<file path="src/rtl/pecAckPkg.sv">
package pecAckPkg;
  localparam int BYTE_W   = 8;
  localparam int EN_BIT   = 7;
  localparam int IE_BIT   = 6;
  localparam int CLRB_BIT = 5;
  localparam int NOAK_BIT = 3;
  localparam int RS_BIT   = 2;
  localparam int PEC_BIT  = 1;

  // control -> datapath
  typedef struct packed {
    logic enable;
    logic ackDisable;
    logic pecMode;
  } ctrlToDp_t;

  // datapath -> control
  typedef struct packed {
    logic pecTaken;
  } dpToCtrl_t;

  function automatic logic [BYTE_W-1:0] crcStep(input logic [BYTE_W-1:0] crcIn,
                                                input logic [BYTE_W-1:0] dataIn,
                                                input logic [BYTE_W-1:0] poly);
    logic [BYTE_W-1:0] acc;
    logic fb;
    acc = crcIn;
    for (int i = BYTE_W - 1; i >= 0; i--) begin
      fb  = acc[BYTE_W-1] ^ dataIn[i];
      acc = {acc[BYTE_W-2:0], 1'b0} ^ (fb ? poly : '0);
    end
    return acc;
  endfunction
endpackage

</file>
<file path="src/rtl/pecCtrl.sv">
module pecCtrl
  import pecAckPkg::*;
#(
  parameter int ADDR_W    = 2,
  parameter int CTRL_ADDR = 0,
  parameter int FLAG_N    = 4
) (
  input  logic              clk,
  input  logic              rstN,
  input  logic [ADDR_W-1:0] cpuAddr,
  input  logic              cpuWr,
  input  logic [BYTE_W-1:0] cpuWrData,
  output logic [BYTE_W-1:0] cpuRdData,
  input  logic [FLAG_N-1:0] statFlags,
  input  logic              masterMode,
  input  logic              rsDone,
  input  dpToCtrl_t         dpIn,
  output ctrlToDp_t         ctrlOut,
  output logic              irq,
  output logic              flagReset,
  output logic              busyClr,
  output logic              rsReq
);
  localparam logic [ADDR_W-1:0] SEL = ADDR_W'(CTRL_ADDR);

  logic enQ, ieQ, noAckQ, rsEnQ, pecQ, masterQ, busyClrQ;
  logic regSel, regWr, masterFell, rsClr;
  logic unusedWrBits;

  assign regSel       = (cpuAddr == SEL);
  assign regWr        = cpuWr && regSel;
  assign masterFell   = masterQ && !masterMode;
  assign rsClr        = rsDone || masterFell;
  assign unusedWrBits = ^{cpuWrData[4], cpuWrData[0]};

  always_ff @(posedge clk) begin
    if (!rstN) begin
      enQ      <= 1'b0;
      ieQ      <= 1'b0;
      noAckQ   <= 1'b0;
      rsEnQ    <= 1'b0;
      pecQ     <= 1'b0;
      masterQ  <= 1'b0;
      busyClrQ <= 1'b0;
    end else begin
      masterQ  <= masterMode;
      busyClrQ <= regWr && cpuWrData[CLRB_BIT];
      if (regWr) begin
        enQ    <= cpuWrData[EN_BIT];
        ieQ    <= cpuWrData[IE_BIT];
        noAckQ <= cpuWrData[NOAK_BIT];
      end
      if (rsClr)      rsEnQ <= 1'b0;
      else if (regWr) rsEnQ <= cpuWrData[RS_BIT];
      if (dpIn.pecTaken) pecQ <= 1'b0;
      else if (regWr)    pecQ <= cpuWrData[PEC_BIT];
    end
  end

  always_comb begin
    cpuRdData = '0;
    if (regSel) begin
      cpuRdData[EN_BIT]   = enQ;
      cpuRdData[IE_BIT]   = ieQ;
      cpuRdData[NOAK_BIT] = noAckQ;
      cpuRdData[RS_BIT]   = rsEnQ;
      cpuRdData[PEC_BIT]  = pecQ;
    end
  end

  assign ctrlOut.enable     = enQ;
  assign ctrlOut.ackDisable = noAckQ;
  assign ctrlOut.pecMode    = pecQ;

  assign irq       = enQ && ieQ && (|statFlags);
  assign flagReset = !enQ;
  assign busyClr   = busyClrQ;
  assign rsReq     = rsEnQ && masterMode && enQ;
endmodule

</file>
<file path="src/rtl/pecDatapath.sv">
module pecDatapath
  import pecAckPkg::*;
#(
  parameter logic [7:0] CRC_POLY = 8'h07
) (
  input  logic              clk,
  input  logic              rstN,
  input  ctrlToDp_t         ctrlIn,
  output dpToCtrl_t         dpOut,
  input  logic              busStart,
  input  logic              byteStb,
  input  logic              byteIsRx,
  input  logic              isSlave,
  input  logic [BYTE_W-1:0] byteData,
  output logic              ackValid,
  output logic              ackDrive
);
  logic [BYTE_W-1:0] crcQ, crcNext;
  logic rxTake, pecFail, ackValidQ, ackDriveQ;

  assign crcNext = crcStep(crcQ, byteData, CRC_POLY);
  assign rxTake  = ctrlIn.enable && byteStb && byteIsRx;
  assign pecFail = ctrlIn.pecMode && isSlave && (crcNext != '0);

  always_ff @(posedge clk) begin
    if (!rstN) begin
      crcQ      <= '0;
      ackValidQ <= 1'b0;
      ackDriveQ <= 1'b0;
    end else begin
      if (!ctrlIn.enable || busStart) crcQ <= '0;
      else if (byteStb)               crcQ <= crcNext;
      ackValidQ <= rxTake;
      ackDriveQ <= rxTake && !ctrlIn.ackDisable && !pecFail;
    end
  end

  assign dpOut.pecTaken = rxTake && ctrlIn.pecMode;
  assign ackValid       = ackValidQ;
  assign ackDrive       = ackDriveQ;
endmodule

</file>
<file path="src/rtl/pecAckCtrl.sv">
module pecAckCtrl
  import pecAckPkg::*;
#(
  parameter int         ADDR_W    = 2,
  parameter int         CTRL_ADDR = 0,
  parameter int         FLAG_N    = 4,
  parameter logic [7:0] CRC_POLY  = 8'h07
) (
  input  logic              clk,
  input  logic              rstN,
  input  logic [ADDR_W-1:0] cpuAddr,
  input  logic              cpuWr,
  input  logic [7:0]        cpuWrData,
  output logic [7:0]        cpuRdData,
  input  logic [FLAG_N-1:0] statFlags,
  output logic              irq,
  output logic              flagReset,
  output logic              busyClr,
  input  logic              masterMode,
  input  logic              rsDone,
  output logic              rsReq,
  input  logic              busStart,
  input  logic              byteStb,
  input  logic              byteIsRx,
  input  logic              isSlave,
  input  logic [7:0]        byteData,
  output logic              ackValid,
  output logic              ackDrive
);
  ctrlToDp_t c2d;
  dpToCtrl_t d2c;

  pecCtrl #(.ADDR_W(ADDR_W), .CTRL_ADDR(CTRL_ADDR), .FLAG_N(FLAG_N)) uCtrl (
    .clk(clk), .rstN(rstN), .cpuAddr(cpuAddr), .cpuWr(cpuWr),
    .cpuWrData(cpuWrData), .cpuRdData(cpuRdData), .statFlags(statFlags),
    .masterMode(masterMode), .rsDone(rsDone), .dpIn(d2c), .ctrlOut(c2d),
    .irq(irq), .flagReset(flagReset), .busyClr(busyClr), .rsReq(rsReq)
  );

  pecDatapath #(.CRC_POLY(CRC_POLY)) uDp (
    .clk(clk), .rstN(rstN), .ctrlIn(c2d), .dpOut(d2c), .busStart(busStart),
    .byteStb(byteStb), .byteIsRx(byteIsRx), .isSlave(isSlave),
    .byteData(byteData), .ackValid(ackValid), .ackDrive(ackDrive)
  );
endmodule

</file>
<file path="config.mk">
export PLATFORM = sky130hd
export DESIGN_NAME = pecAckCtrl
export DESIGN_NICKNAME = d
export VERILOG_FILES = /design/src/rtl/pecAckPkg.sv /design/src/rtl/pecCtrl.sv /design/src/rtl/pecDatapath.sv /design/src/rtl/pecAckCtrl.sv
export SDC_FILE = /design/constraint.sdc
export NUM_CORES = 1
export LEC_CHECK = 0
export BUFFER_PORTS_ARGS = -buffer_cell sky130_fd_sc_hd__buf_2
export CORE_ASPECT_RATIO = 1.1
export CORE_MARGIN = 1.5
export CORE_UTILIZATION = 50
export CTS_CLUSTER_SIZE = 10
export DETAILED_ROUTE_END_ITERATION = 8
export PLACE_DENSITY = 0.83
export RECOVER_POWER = 25
export SETUP_SLACK_MARGIN = 0.1
export SLEW_MARGIN = 15
export SYNTH_ARGS = -nofsm -noshare
export SYNTH_HDL_FRONTEND = slang
export SYNTH_SLANG_ARGS = --single-unit
</file>
<file path="constraint.sdc">
create_clock -name clk -period 3.2 [get_ports clk]
set_input_delay 0.64 -clock clk [delete_from_list [all_inputs] [get_ports clk]]
set_output_delay 0.64 -clock clk [all_outputs]
set_load 0.005 [all_outputs]
</file>
# Word-level counts from Yosys, hierarchy flattened
# Index checks and enable logic that the tools add are counted.
[totals]
output_inout_bits = 14
wordCells = 63
inputBits = 31
regBits = 17
[classes]
reduce_logical = 26
bitwise = 17
mux = 10
[op_table]
columns = ["op", "count"]
rows = [
  ["8-bit bitwise XOR", 8],
  ["3-bit 2-to-1 mux", 9],
  ["1-bit logical AND", 14],
  ["8-bit nonzero test", 1],
  ["1-bit bitwise XOR", 8],
  ["2-bit OR reduction", 3],
  ["1-bit zero test", 4],
  ["4-bit OR reduction", 1],
  ["2-bit zero test", 1],
  ["1-bit logical OR", 2],
  ["2-bit 2-to-1 mux", 1],
  ["1-bit NOT", 1],
]

# Logic depth before layout (Yosys ltp)
[logic_depth]
ltp_word = 28
depth_mapped = 5
depth_no_buf = 4

# Modules after synthesis
# Synthesis repeated with hierarchy kept, for this count alone.
[unflattened]
hier_cells = 108
area_unflattened_um2 = 1112.3
[modules_own_cells]
columns = ["module", "cells_per_inst", "area_per_inst_um2", "seq_area_each_um2", "instances"]
rows = [
  ["pecDatapath", 69, 735.7, 200.2, 1],
  ["pecCtrl", 39, 376.6, 140.1, 1],
]

# Worst setup path before layout
# OpenSTA, ideal clock, no wires.
[synth_path]
path_kind = "input-to-reg"
startpoint = "in byteData[6]"
endpoint = "reg uDp.crcQ[2]"
path_buffers = 0
cell_stages = 4
t_required_ns = 3.129
setup_ns = 0.071
arrival_ns = 1.760
setup_slack_ns = 1.369
path_cell_list = "xnor2_2 -> xnor3_1 -> or3_1 -> a21oi_1"
[synth_between]
elab_chain_cells = 11
[synth_rtl]
columns = ["element", "line", "rtl"]
rows = [
  ["start: declaration", "pecAckCtrl.sv:26", "input logic [7:0] byteData,"],
  ["1-bit bitwise XOR", "pecAckPkg.sv:29", "fb = acc[BYTE_W-1] ^ dataIn[i];"],
  ["3-bit 2-to-1 mux", "pecAckPkg.sv:30", "acc = {acc[BYTE_W-2:0], 1'b0} ^ (fb ? poly : '0);"],
  ["8-bit bitwise XOR (6 in a row)", "pecAckPkg.sv:30", ""],
  ["1-bit bitwise XOR", "pecAckPkg.sv:29", ""],
  ["3-bit 2-to-1 mux", "pecAckPkg.sv:30", ""],
  ["8-bit bitwise XOR", "pecAckPkg.sv:30", ""],
  ["end signal: assignment", "pecDatapath.sv:32", "else if (byteStb) crcQ <= crcNext;"],
  ["end: declaration", "pecDatapath.sv:18", "logic [BYTE_W-1:0] crcQ, crcNext;"],
]
# No other way between the ends.
# A chain may end at the register's enable or synchronous reset.

# Worst setup path in the final report
[layout_path]
startpoint = "in cpuAddr[1]"
endpoint = "out cpuRdData[6]"
[layout_between]
elab_chain_cells = 2
[layout_rtl]
columns = ["element", "line", "rtl"]
rows = [
  ["start: declaration", "pecAckCtrl.sv:11", "input logic [ADDR_W-1:0] cpuAddr,"],
  ["2-bit zero test", "pecCtrl.sv:30", "assign regSel = (cpuAddr == SEL);"],
  ["2-bit 2-to-1 mux", "pecCtrl.sv:62", "if (regSel) begin"],
  ["end: declaration", "pecAckCtrl.sv:14", "output logic [7:0] cpuRdData,"],
]
# No other way between the ends.

==> results.md <==
* Crit path launch type: input pin
* Post-Place Worst Slack at 1.130 ns
* Vias per std cell at 5.034
* Multi-input gate area in the final layout at 688.2 µm²
* H-Tree Depth at 1
* Num Clock Sinks at 17
* Ys async rst share at 0
* Final WL at 2.041 mm
* CP Max Fanout at 6
* # diodes at 0
* Layout fillers at 194
* Initial antenna violation count at 0
* Netlist cell types at 35
* DRT iter0 DRCs at 10
* Crit Path Class: input pin to output pin
* FF-to-FF End: uDp.crcQ[2]$_SDFFE_PP0P_
* Die ar. at 2410 µm²
* DP Cell Count at 170
* Commonest cells post-synth: dfxtp_1, nand2_1
* Layout cells sized above 1 at 0.3014
* CP peak stage delay at 0.25 ns
* CTS root buf: clkbuf_4
* Max Cap Violations at 0
* Post-synth top area cell: dfxtp_1
* Setup TNS at 0 ns
* Pin count of the biggest net entering global routing at 13
* Setup bufs post-CTS at 0
* Fmax at 528.1 MHz
* Minimum clock period after layout at 1.894 ns
* Most common cell in the netlist: dfxtp_1
* First-pass GRT wire length at 3.174 mm
* Synth area leaders: dfxtp_1, xnor3_1, xor3_1, xnor2_1, and2_1
* TritonCTS buffer count at 3
* Yosys top cell area share at 0.3204
* Setup slack, reg-to-reg at 1.53 ns
* LEAKAGE at 0.6149 nW
* Tcrit/Tclk final at 0.5917
* Average cell area after synthesis at 9.928 µm²
* Fin area at 1291 µm²
* Hold wc startpoint: uCtrl.noAckQ$_SDFFE_PN0P_
* Setup WS post-layout at 1.306 ns
* Biggest register: uDp.crcQ
* Hold Fails Final Rpt at 0
* Clk_skew at 0.005469 ns
* Outcome: finished, final reports clean
* #FFs+latches synth at 17
* Clock Tree Buf Depth at 2
* Die Span Y at 51.34 µm
* Min-Delay Endpoint: uCtrl.noAckQ$_SDFFE_PN0P_
* Ys Warns at 0
* Ports at 45
* RePlAce Congestion at 0.6979
* Total gr overflow at 0
* Worst hold path depth at 2
* CTS tree: done
* Vias in the first global route at 791
* Critical Path Source: cpuAddr[1]
* RR Startpoint: uDp.crcQ[6]$_SDFFE_PP0P_
* Crit end category: output pin
* Slowest CP cell: nor2_1
* CP arrival at 1.25 ns
* Cells along the critical path: clkbuf_1 > nor2_1 > and2_1 > buf_2
* Starting density of the core at 0.5313
* # setup viols final at 0
* Post-synth EDFFs at 0
* P&R area growth vs syn at 21.55%
* Min-delay worst type: flop to flop
* Post-route ant nets at 0
* Register Area at 340.3 µm²
* RSZ-0062 raised after global routing: false
* Max FFs per register at 8
* Core area at 1999 µm²
* Total GRT Usage at 0.1811
* Vias at 876
* Post-CTS Hold Buffers at 0
* Seq/Total Area, Yosys at 0.3204
* Power per cell area at 324.9 nW/µm²
* Post-Layout Cell Count at 174
* Synthesized area at 1062 µm²
* First-pass iteration count of the detailed router at 4
* Residual DRC at 0
* Req. time, crit path at 2.56 ns
* Clock Latency Late Sink at 0.28 ns
* Nets at 178
* PostCTS Resize Cnt at 0
* Clock Pin Slew Worst Setup and Hold Paths at 0.10 ns
* Max-slew violations at 0
* FF-to-FF path depth at 4
* Placed Area at 1266 µm²
* Prevailing post-synth register cell: dfxtp_1
* Number of core rows at 17
* Die Width at 46.95 µm
* IO buf count at 39
* Worst IR Drop VDD at 0.2282 mV
* Routed WL per cell at 11.73 µm
* DP HPWL at 1.662 mm
* Synth Instances at 107
power by group:
part | switching [mW] | internal (mW)
sequential | 0.00294 | 0.215
clock | 0.0653 | 0.0464
combinational | 0.0375 | 0.0525
total | 0.106 | 0.314
worst max path at each step:
| stage | to | slack, ns |
|---|---|---|
| after floorplan | uDp.crcQ[2]$_SDFFE_PP0P_ | 1.37 |
| after global placement | uDp.crcQ[2]$_SDFFE_PP0P_ | 1.17 |
| after detailed placement | uDp.crcQ[2]$_SDFFE_PP0P_ | 1.13 |
| after CTS | cpuRdData[6] | 1.30 |
| after global routing | cpuRdData[3] | 1.22 |
| final | cpuRdData[6] | 1.31 |
cells by family (layout without fill, tap and decap cells):
family | count (synthesis) | after routing | share of synthesized area
muxes | 1 | 1 | 0.009423
other | 1 | 3 | 0.003530
xor gates and xnor gates | 19 | 19 | 0.2909
and+or+nand+nor | 41 | 41 | 0.2120
DFF | 17 | 17 | 0.3204
AOI/OAI and AO/OA | 20 | 20 | 0.1249
buffers and inverters | 8 | 45 | 0.03887
per-stage QoR:
stage          utilization  power [mW]  hold slack [ns]
2_1_floorplan            -      0.2843           0.4468
3_3_place_gp        0.6333      0.3101           0.4686
3_5_place_dp        0.6333      0.3130           0.4745
4_1_cts             0.6471      0.4247           0.4910
5_1_grt             0.6458      0.4402           0.5115
6_report            0.6458      0.4195           0.4924
final cells by class:
cell class / instances / area share
Clock inverter: 1 / 0.003876
Multi-Input combinational cell: 84 / 0.5329
Timing Repair Buffer: 39 / 0.1492
Tap cell: 28 / 0.02713
Clock buffer: 3 / 0.01744
Sequential cell: 17 / 0.2636
Inverter: 2 / 0.005814
metal layers:
metal	part of all wire	up-vias	GRT usage	wire [µm]
met1	0.45	383	0.2208	910
met3	0.077	2	0.03180	158
li1	-	452	-	-
met5	0	-	0	0
met4	0.0059	0	0.06944	12
met2	0.47	39	0.3059	959
layout by cell type, fill, tap and decap left out, types with 4 or more instances in the layout:
cell type  instances
buf_2             37
dfxtp_1           17
nand2_1           10
nor2_1             6
xnor2_1            6
xnor3_1            6
and2_1             5
nand2b_1           4
o211ai_1           4
a21oi_1            4
worst max-delay path: cells and delay by family:
family / cells / cell delay (ns)
buffers and inverters: 2 / 0.18
AND/OR/NAND/NOR: 2 / 0.42
No activity file was read; power rests on OpenSTA's default activity.
